File: config.mk
export PLATFORM = sky130hd
export DESIGN_NAME = irq_fanout_mux
export DESIGN_NICKNAME = d
export VERILOG_FILES = /design/src/rtl/irqm_pkg.sv /design/src/rtl/irqm_decode.sv /design/src/rtl/irqm_channel.sv /design/src/rtl/irq_fanout_mux.sv
export SDC_FILE = /design/constraint.sdc
export NUM_CORES = 1
export LEC_CHECK = 0
export BUFFER_PORTS_ARGS = -buffer_cell sky130_fd_sc_hd__buf_2
export CAP_MARGIN = 30
export CORE_ASPECT_RATIO = 0.9
export CORE_MARGIN = 2
export CORE_UTILIZATION = 50
export DETAILED_ROUTE_END_ITERATION = 10
export GPL_ROUTABILITY_DRIVEN = 1
export PLACE_DENSITY = 0.74
export SLEW_MARGIN = 20
export SYNTH_ARGS = -nofsm -noshare
export SYNTH_HDL_FRONTEND = slang
export SYNTH_HIERARCHICAL = 1
export SYNTH_SLANG_ARGS = --single-unit
File: constraint.sdc
create_clock -name clk -period 5.6 [get_ports clk]
set_input_delay 0.56 -clock clk [delete_from_list [all_inputs] [get_ports clk]]
set_output_delay 0.56 -clock clk [all_outputs]
set_load 0.02 [all_outputs]
File: src/rtl/irqm_pkg.sv
package irqm_pkg;
    // Kind of register selected by a bus address
    typedef enum logic [1:0] {
        ACC_NONE = 2'd0,
        ACC_MASK = 2'd1,
        ACC_PEND = 2'd2
    } acc_kind_e;
endpackage

File: src/rtl/irqm_decode.sv
module irqm_decode
    import irqm_pkg::*;
#(
    parameter int unsigned ADDR_W      = 12,
    parameter int unsigned NUM_CHAN    = 8,
    parameter int unsigned CHAN_STRIDE = 64,
    parameter int unsigned MASK_OFS    = 16,
    parameter int unsigned PEND_OFS    = 32,
    localparam int unsigned SLOT_W     = $clog2(CHAN_STRIDE),
    localparam int unsigned FIELD_W    = ADDR_W - SLOT_W,
    localparam int unsigned CIDX_W     = (NUM_CHAN > 1) ? $clog2(NUM_CHAN) : 1
) (
    input  logic [ADDR_W-1:0] addr_i,
    output acc_kind_e         kind_o,
    output logic [CIDX_W-1:0] chan_o
);
    localparam logic [SLOT_W-1:0] MASK_L = SLOT_W'(MASK_OFS);
    localparam logic [SLOT_W-1:0] PEND_L = SLOT_W'(PEND_OFS);

    logic [FIELD_W-1:0] field;
    logic [SLOT_W-1:0]  ofs;
    logic               in_range;

    always_comb begin
        field    = addr_i[ADDR_W-1:SLOT_W];
        ofs      = addr_i[SLOT_W-1:0];
        in_range = (32'(field) < NUM_CHAN);
        chan_o   = field[CIDX_W-1:0];
        kind_o   = ACC_NONE;
        if (in_range && ofs == MASK_L) kind_o = ACC_MASK;
        if (in_range && ofs == PEND_L) kind_o = ACC_PEND;
    end
endmodule

File: src/rtl/irqm_channel.sv
module irqm_channel #(
    parameter int unsigned NUM_SRC = 32
) (
    input  logic               clk,
    input  logic               rst_n,
    input  logic [NUM_SRC-1:0] src_i,
    input  logic               wr_i,
    input  logic [NUM_SRC-1:0] wdata_i,
    output logic [NUM_SRC-1:0] mask_o,
    output logic [NUM_SRC-1:0] pend_o,
    output logic               irq_o
);
    typedef struct packed {
        logic [NUM_SRC-1:0] mask;
        logic               irq;
    } ch_state_t;

    ch_state_t st_d, st_q;

    always_comb begin
        st_d = st_q;
        if (wr_i) st_d.mask = wdata_i;
        st_d.irq = |(src_i & st_d.mask);
    end

    always_ff @(posedge clk or negedge rst_n) begin
        if (!rst_n) st_q <= '0;
        else        st_q <= st_d;
    end

    assign mask_o = st_q.mask;
    assign pend_o = src_i & st_q.mask;
    assign irq_o  = st_q.irq;

    // Output level tracks sources of the previous cycle and the current mask
    p_irq_level_r5: assert property (@(posedge clk) disable iff (!rst_n)
        1'b1 |=> (irq_o == |($past(src_i) & mask_o)));

    // A zero mask write clears the output at the edge that takes it
    p_zero_clears_r6: assert property (@(posedge clk) disable iff (!rst_n)
        (wr_i && wdata_i == '0) |=> !irq_o);

    // Mask only changes when written
    p_mask_hold_r2: assert property (@(posedge clk) disable iff (!rst_n)
        !wr_i |=> $stable(mask_o));
endmodule

File: src/rtl/irq_fanout_mux.sv
module irq_fanout_mux
    import irqm_pkg::*;
#(
    parameter int unsigned NUM_CHAN    = 8,
    parameter int unsigned NUM_SRC     = 32,
    parameter int unsigned ADDR_W      = 12,
    parameter int unsigned DATA_W      = 32,
    parameter int unsigned CHAN_STRIDE = 64,
    parameter int unsigned MASK_OFS    = 16,
    parameter int unsigned PEND_OFS    = 32
) (
    input  logic                clk,
    input  logic                rst_n,
    input  logic [NUM_SRC-1:0]  src_i,
    input  logic                bus_sel_i,
    input  logic                bus_wr_i,
    input  logic [ADDR_W-1:0]   bus_addr_i,
    input  logic [DATA_W-1:0]   bus_wdata_i,
    output logic [DATA_W-1:0]   bus_rdata_o,
    output logic [NUM_CHAN-1:0] irq_o
);
    localparam int unsigned CIDX_W = (NUM_CHAN > 1) ? $clog2(NUM_CHAN) : 1;

    acc_kind_e          kind;
    logic [CIDX_W-1:0]  chan;
    logic [NUM_CHAN-1:0] wr_vec;
    logic [NUM_SRC-1:0] mask_a [NUM_CHAN];
    logic [NUM_SRC-1:0] pend_a [NUM_CHAN];

    irqm_decode #(
        .ADDR_W(ADDR_W), .NUM_CHAN(NUM_CHAN), .CHAN_STRIDE(CHAN_STRIDE),
        .MASK_OFS(MASK_OFS), .PEND_OFS(PEND_OFS)
    ) u_decode (
        .addr_i(bus_addr_i),
        .kind_o(kind),
        .chan_o(chan)
    );

    for (genvar c = 0; c < NUM_CHAN; c++) begin : g_chan
        assign wr_vec[c] = bus_sel_i && bus_wr_i && kind == ACC_MASK
                           && 32'(chan) == c;
        irqm_channel #(.NUM_SRC(NUM_SRC)) u_chan (
            .clk    (clk),
            .rst_n  (rst_n),
            .src_i  (src_i),
            .wr_i   (wr_vec[c]),
            .wdata_i(bus_wdata_i[NUM_SRC-1:0]),
            .mask_o (mask_a[c]),
            .pend_o (pend_a[c]),
            .irq_o  (irq_o[c])
        );
    end

    always_comb begin
        bus_rdata_o = '0;
        if (bus_sel_i && !bus_wr_i) begin
            if (kind == ACC_MASK) bus_rdata_o = DATA_W'(mask_a[chan]);
            if (kind == ACC_PEND) bus_rdata_o = DATA_W'(pend_a[chan]);
        end
    end

    // At most one channel mask is written per access
    p_one_writer_r7: assert property (@(posedge clk) disable iff (!rst_n)
        $onehot0(wr_vec));

    // Unmapped reads return zero
    p_unmapped_zero_r8: assert property (@(posedge clk) disable iff (!rst_n)
        (bus_sel_i && !bus_wr_i && kind == ACC_NONE) |-> bus_rdata_o == '0);
endmodule

== Word level (Yosys, flattened, before mapping) ==
Cells that the tools add are included.

* Register bits: 264
* Latch bits: 0
* Memory bits (writable): 0
* ROM bits: 0
* Bits of input ports: 80
* Output and inout bits: 40
* Word-level logic and storage cells: 88
* Memories: 0

* Add/subtract/negate cells: 0
* $mul: 0
* Divide/modulo/power cells: 0
* $lt $le $gt $ge: 2
* Equality and inequality tests: 11
* Shift-type cells: 0
* Muxes and demuxes: 19
* Bitwise logic cells: 17
* Reductions and logical operators: 23

{| class="wikitable"
|+ Operator list
! kind !! count
|-
| 32-bit AND || 16
|-
| 32-bit two-way mux || 15
|-
| 32-bit OR reduction || 8
|-
| 32-bit binary-select mux with 3-bit select || 2
|-
| 1-bit logical AND || 13
|-
| 3-bit equality test (second input constant) || 4
|-
| 3-bit by 2-bit equality test with 1-bit output (second input constant) || 2
|-
| 6-bit by 5-bit equality test with 1-bit output (second input constant) || 1
|-
| 6-bit equality test (second input constant) || 1
|-
| 6-bit by 4-bit less-than comparator with 1-bit output (second input constant) || 1
|-
| 4-bit >= comparator (second input constant) || 1
|-
| 3-bit inverter with 4-bit output || 1
|-
| 3-bit by 1-bit equality test with 1-bit output (second input constant) || 1
|-
| 3-bit logical NOT || 1
|-
| 2-bit by 1-bit equality test with 1-bit output (second input constant) || 1
|-
| 2-bit equality test (second input constant) || 1
|-
| 2-bit two-way mux || 1
|-
| 1-bit logical NOT || 1
|-
| 1-bit two-way mux || 1
|}

== Longest topological paths before layout ==
* Depth after elaboration: 10
* Depth in mapped cells: 13
* Mapped depth without buffers: 10

== Modules after synthesis ==
The synthesis kept the hierarchy.

{| class="wikitable"
|+ Modules (own cells, without submodules)
! module !! instances !! cells each !! area an instance (sq um) !! sequential area each (sq um)
|-
| irqm_channel || 8 || 122 || 1,622.8 || 825.8
|-
| irq_fanout_mux || 1 || 337 || 4,229.1 || 0.0
|-
| irqm_decode || 1 || 8 || 65.1 || 0.0
|}

== Least setup slack after synthesis ==
Ideal clock, no wire load.

* Path type: input to register
* Start point: in bus_addr_i[0]
* End point: reg g_chan[0].u_chan.st_q, in the netlist g_chan[0].u_chan/irq_o
* Setup time: 0.138 ns
* Arrival: 3.480 ns
* Data required time: 5.462 ns
* Path slack: 1.981 ns
* Stages on the path: 11
* Path through: or4_4 > nor4b_2 > nand3_1 > or3_1 > nor3_1 > buf_6 > buf_8 > mux2_4 > a22oi_2 > nand4_1 > or4_1

{| class="wikitable"
|+ RTL lines
! element !! line !! source
|-
| from (decl) || irq_fanout_mux.sv:17 || <nowiki>input logic [ADDR_W-1:0] bus_addr_i,</nowiki>
|-
| to (signal assigned) || irqm_channel.sv:28 || <nowiki>else st_q <= st_d;</nowiki>
|-
| to (decl) || irqm_channel.sv:18 || <nowiki>ch_state_t st_d, st_q;</nowiki>
|}

== Final worst setup path ==
* Start point: in bus_addr_i[0]
* End point: out bus_rdata_o[17]

* Elaborated cells between the ends (all ways): 11
* Classes of those cells: eq/ne: 4; mux: 5; reduce/logical: 2

{| class="wikitable"
|+ RTL lines
! element !! line !! source
|-
| 6-bit equality test * || irqm_decode.sv:31 || <nowiki>if (in_range && ofs == PEND_L) kind_o = ACC_PEND;</nowiki>
|-
| 1-bit logical AND * || irqm_decode.sv:31 ||
|-
| 2-bit two-way mux * || irqm_decode.sv:31 ||
|-
| net kind[1] || irq_fanout_mux.sv:24 || <nowiki>acc_kind_e kind;</nowiki>
|-
| 2-bit by 1-bit equality test with 1-bit output || irq_fanout_mux.sv:57 || <nowiki>if (kind == ACC_MASK) bus_rdata_o = DATA_W'(mask_a[chan]);</nowiki>
|-
| 32-bit two-way mux || irq_fanout_mux.sv:57 ||
|-
| 32-bit two-way mux * || irq_fanout_mux.sv:58 || <nowiki>if (kind == ACC_PEND) bus_rdata_o = DATA_W'(pend_a[chan]);</nowiki>
|-
| 32-bit two-way mux * || irq_fanout_mux.sv:56 || <nowiki>if (bus_sel_i && !bus_wr_i) begin</nowiki>
|-
| to (decl) || irq_fanout_mux.sv:19 || <nowiki>output logic [DATA_W-1:0] bus_rdata_o,</nowiki>
|}

Mark *: on every way through the listed nets, which the timed path passes. The rest lies on a longest branch.

==> flow_metrics.py <==
metrics = {
    "status": {
        "status": "completed",
    },
    "logic_synthesis": {
        "synth_edf_count": 0,
        "ys_seq_area_frac": 0.382,
        "ys_warn_count": 6,
        "synth_xor_area_frac": 0,
        "netlist.area_leader.share": 0.382,
        "synthTopCellsByCount": "264 x dfrtp_1, 256 x and2_1, 184 x mux2_2",
        "synth_most_common_cell": "dfrtp_1",
        "async_reset_ff_frac": 1.00,
        "yosys.area.top_type": "dfrtp_1",
        "synth-compound-area-share": 0.0789,
        "ys_types": 42,
        "synthAdderAreaFrac": 0,
        "muxShareOfSynthArea": 0.371,
        "ys_ff_latch": 264,
        "syn_avg_cell_area_um2": 13.1,
        "synth-simple-area-share": 0.125,
        "synth_top_family_by_area": "multiplexers",
        "syn_nets": 1401,
        "synthTopCellsByArea": "dfrtp_1 38%, mux4_2 15%, mux2_2 12%",
        "syn_area_um2": 17300,
        "syn_inst": 1321,
        "ys.flop_type": "dfrtp_1",
    },
    "min_path": {
        "hp-class": "in -> async",
    },
    "clocking": {
        "root_buffer": "clkbuf_16",
        "cts_resized": 0,
        "clock_path_buffers": 3,
        "cts_tree": "built",
        "holdBufCountCts": 0,
        "clock_latency_ns": 0.57,
        "cts_num_sinks": 264,
        "postCtsSetupBuffers": 0,
        "htreeDepth": 1,
        "numCtsBuffers": 29,
        "clk_pin_slew_worst_paths_ns": 0.06,
    },
    "power_and_ir_drop": {
        "power_switching_w": 0.00104,
        "combPwrFrac": 0.072,
        "power_leakage_nw": 8.67,
        "power.share.clock": 0.481,
        "sequentialPowerShare": 0.448,
        "ir_drop_v": 0.000178,
        "powerDensity_nw_per_um2": 224,
        "switching_share": 0.244,
        "power.internal_w": 0.00324,
    },
    "global_routing": {
        "grt_max_degree": 140,
        "grt_util_met2": 0.441,
        "globalRoute.busiestLayer": "met2",
        "grtUsageTotal": 0.281,
        "grt_pass1_wl_mm": 77.6,
        "grt.overflow.total": 0,
        "antenna_found_initial": 4,
        "use_met1": 0.413,
        "use_met3": 0.0393,
        "grt_pass1_vias": 12700,
    },
    "critical_path": {
        "critical_path_required_ns": 5.04,
        "cp_slowest_stage_delay_ns": 0.86,
        "path_buf_inv": 4,
        "slowest_stage": "nor4_1",
        "crit_top_cell": "buf_2",
        "reg2reg_slack_ns": 3.48,
        "cp_max_fo": 11,
        "critPathLaunch": "bus_addr_i[0]",
        "crit_arrival_ns": 3.79,
        "worstReg2RegEnd": "g_chan[4].u_chan/irq_o$_DFF_PN0_",
        "crit_path_cell_trace": "buf_2 -> or4_4 -> nor4_1 -> nand4bb_2 -> buf_8 -> buf_4 -> o22ai_1 -> buf_2",
        "crit_type": "in -> out",
        "timing.rr.start": "g_chan[4].u_chan/mask_o[7]$_DFF_PN0_",
        "cp_top_family": "simple AND/OR/NAND/NOR gates",
        "r2r_cells": 4,
        "start_kind": "primary input",
        "cp-end-kind": "output port",
    },
    "route": {
        "wl_mm": 49.9,
        "drt-initial-drc-count": 1318,
        "post_drt_wl_per_cell_um": 26.2,
        "drtAntennaViolNets": 0,
        "via_per_inst": 6.55,
        "drc": 0,
        "vias": 12500,
        "drt_first_pass_iters": 5,
    },
    "sta": {
        "post-route-period-util": 0.777,
        "hold_viol_final": 0,
        "finalSetupTns_ns": 0,
        "max_freq_ghz": 0.230,
        "rsz0062_at_grt": "false",
        "period_needed_ns": 4.35,
        "slew-limit-headroom": 0.299,
        "setup_viol": 0,
        "fin_ws_ns": 1.25,
        "tightestPinTransition_ns": 1.04,
        "skew_ns": 0.0294,
        "slew_violations": 0,
    },
    "placed_design": {
        "port_buffers": 119,
        "hpwl_mm": 34.5,
        "place_worst_setup_slack_ns": 0.812,
        "gp_congestion": 0.864,
    },
    "layout": {
        "layout-drive-gt1-share": 0.406,
        "area_delta_synth_final_pct": 10.6,
        "final_util": 0.561,
        "nNetsFinal": 1495,
    },
    "floorplanning": {
        "dieArea_um2": 36100,
        "fp.dieW_um": 200,
        "die_h_um": 180,
        "io_pins": 120,
        "start_util": 0.508,
        "core_um2": 34000,
        "rows": 64,
    },
    "flow_run": {
        "drv_cap": 0,
    },
}
==> power by group through the flow <==
stage / Combinational (W) / Sequential (W) / Clock (W)
after floorplan: 0.000136 / 0.00195 / 0
after global placement: 0.000300 / 0.00195 / 0
after detailed placement: 0.000305 / 0.00195 / 0
final: 0.000307 / 0.00192 / 0.00206
after global routing: 0.000332 / 0.00192 / 0.00216
after CTS: 0.000305 / 0.00192 / 0.00208
==> cell families (layout without fill, tap and decap cells) <==
kind of cell           Yosys count  in the layout
other                            0              3
AOI/OAI and AO/OA              181            181
DFF                            264            264
muxes                          441            441
and+or+nand+nor                351            351
buffers and inverters           84            201
==> how the worst max path moves through the flow <==
stage | endpoint | slack [ns] | cells past startpoint
floorplan | g_chan[0].u_chan/irq_o$_DFF_PN0_ | 1.98 | 11
global placement | g_chan[7].u_chan/irq_o$_DFF_PN0_ | 0.86 | 12
detailed placement | g_chan[7].u_chan/irq_o$_DFF_PN0_ | 0.81 | 12
CTS | bus_rdata_o[17] | 1.34 | 8
global route | g_chan[7].u_chan/irq_o$_DFF_PN0_ | 1.18 | 12
finish | bus_rdata_o[17] | 1.25 | 8
==> through the flow <==
step | total power [W] | cell area (um2) | hold WS, ns | instances
after detailed placement | 0.00226 | 18000 | 0.519 | 1845
after global placement | 0.00226 | 18000 | 0.510 | 1844
final | 0.00429 | 19100 | 0.112 | 1903
after global routing | 0.00441 | 19100 | 0.215 | 1902
after CTS | 0.00431 | 19100 | 0.183 | 1899
after floorplan | 0.00209 | 17300 | 0.264 | 1321
==> sequential cells by signal, indices dropped and copies added (netlist names) <==
| register | count |
|---|---|
| g_chan.u_chan/mask_o | 256 |
| g_chan.u_chan/irq_o | 8 |
==> cells in the final DEF, fill, tap and decap left out, drive strengths merged <==
cell,Yosys,layout
nand4bb,1,1
and2,256,256
nor4,1,1
clkinvlp,0,3
a221o,1,1
a32o,1,1
nand2b,2,2
nor3,2,2
a32oi,4,4
mux2,256,256
mux2i,71,71
buf,74,146
or2,4,4
and4,1,1
nor2b,1,1
o22ai,26,26
a21oi,5,5
diode,0,3
and3,1,1
dfrtp,264,264
bufinv,0,3
mux4,114,114
o21ai,5,5
nand3,11,11
inv,1,3
nor4bb,1,1
nor4b,1,1
or3,2,2
o2111ai,4,4
nand4,36,36
a221oi,1,1
nand2,12,12
clkbuf,9,42
or4,9,9
a2bb2oi,5,5
clkinv,0,4
a22oi,129,129
nor2,10,10
==> area by class of cell <==
| cell class | count | area [um2] |
|---|---|---|
| fill | 2798 | 14900 |
| multi-input combinational | 973 | 9990 |
| sequential | 264 | 6610 |
| clock buffer | 42 | 885 |
| timing repair buffer | 146 | 876 |
| tap | 462 | 578 |
| clock inverter | 12 | 158 |
| antenna | 3 | 7.51 |
| inverter | 1 | 3.75 |
==> routing by layer <==
layer,wire length [um],vias to the layer above
li1,-,5318
met1,21400,6512
met2,23500,556
met3,3730,77
met4,1190,2
met5,12,-
==> worst register-to-register path: cells and delay by family (launching register included) <==
family             cells  cell delay, ns
and+or+nand+nor        2            0.97
DFF                    1            0.39
AOI/OAI and AO/OA      1            0.35
muxes                  1            0.28
Note: power is estimated with default switching activity, not from simulation.
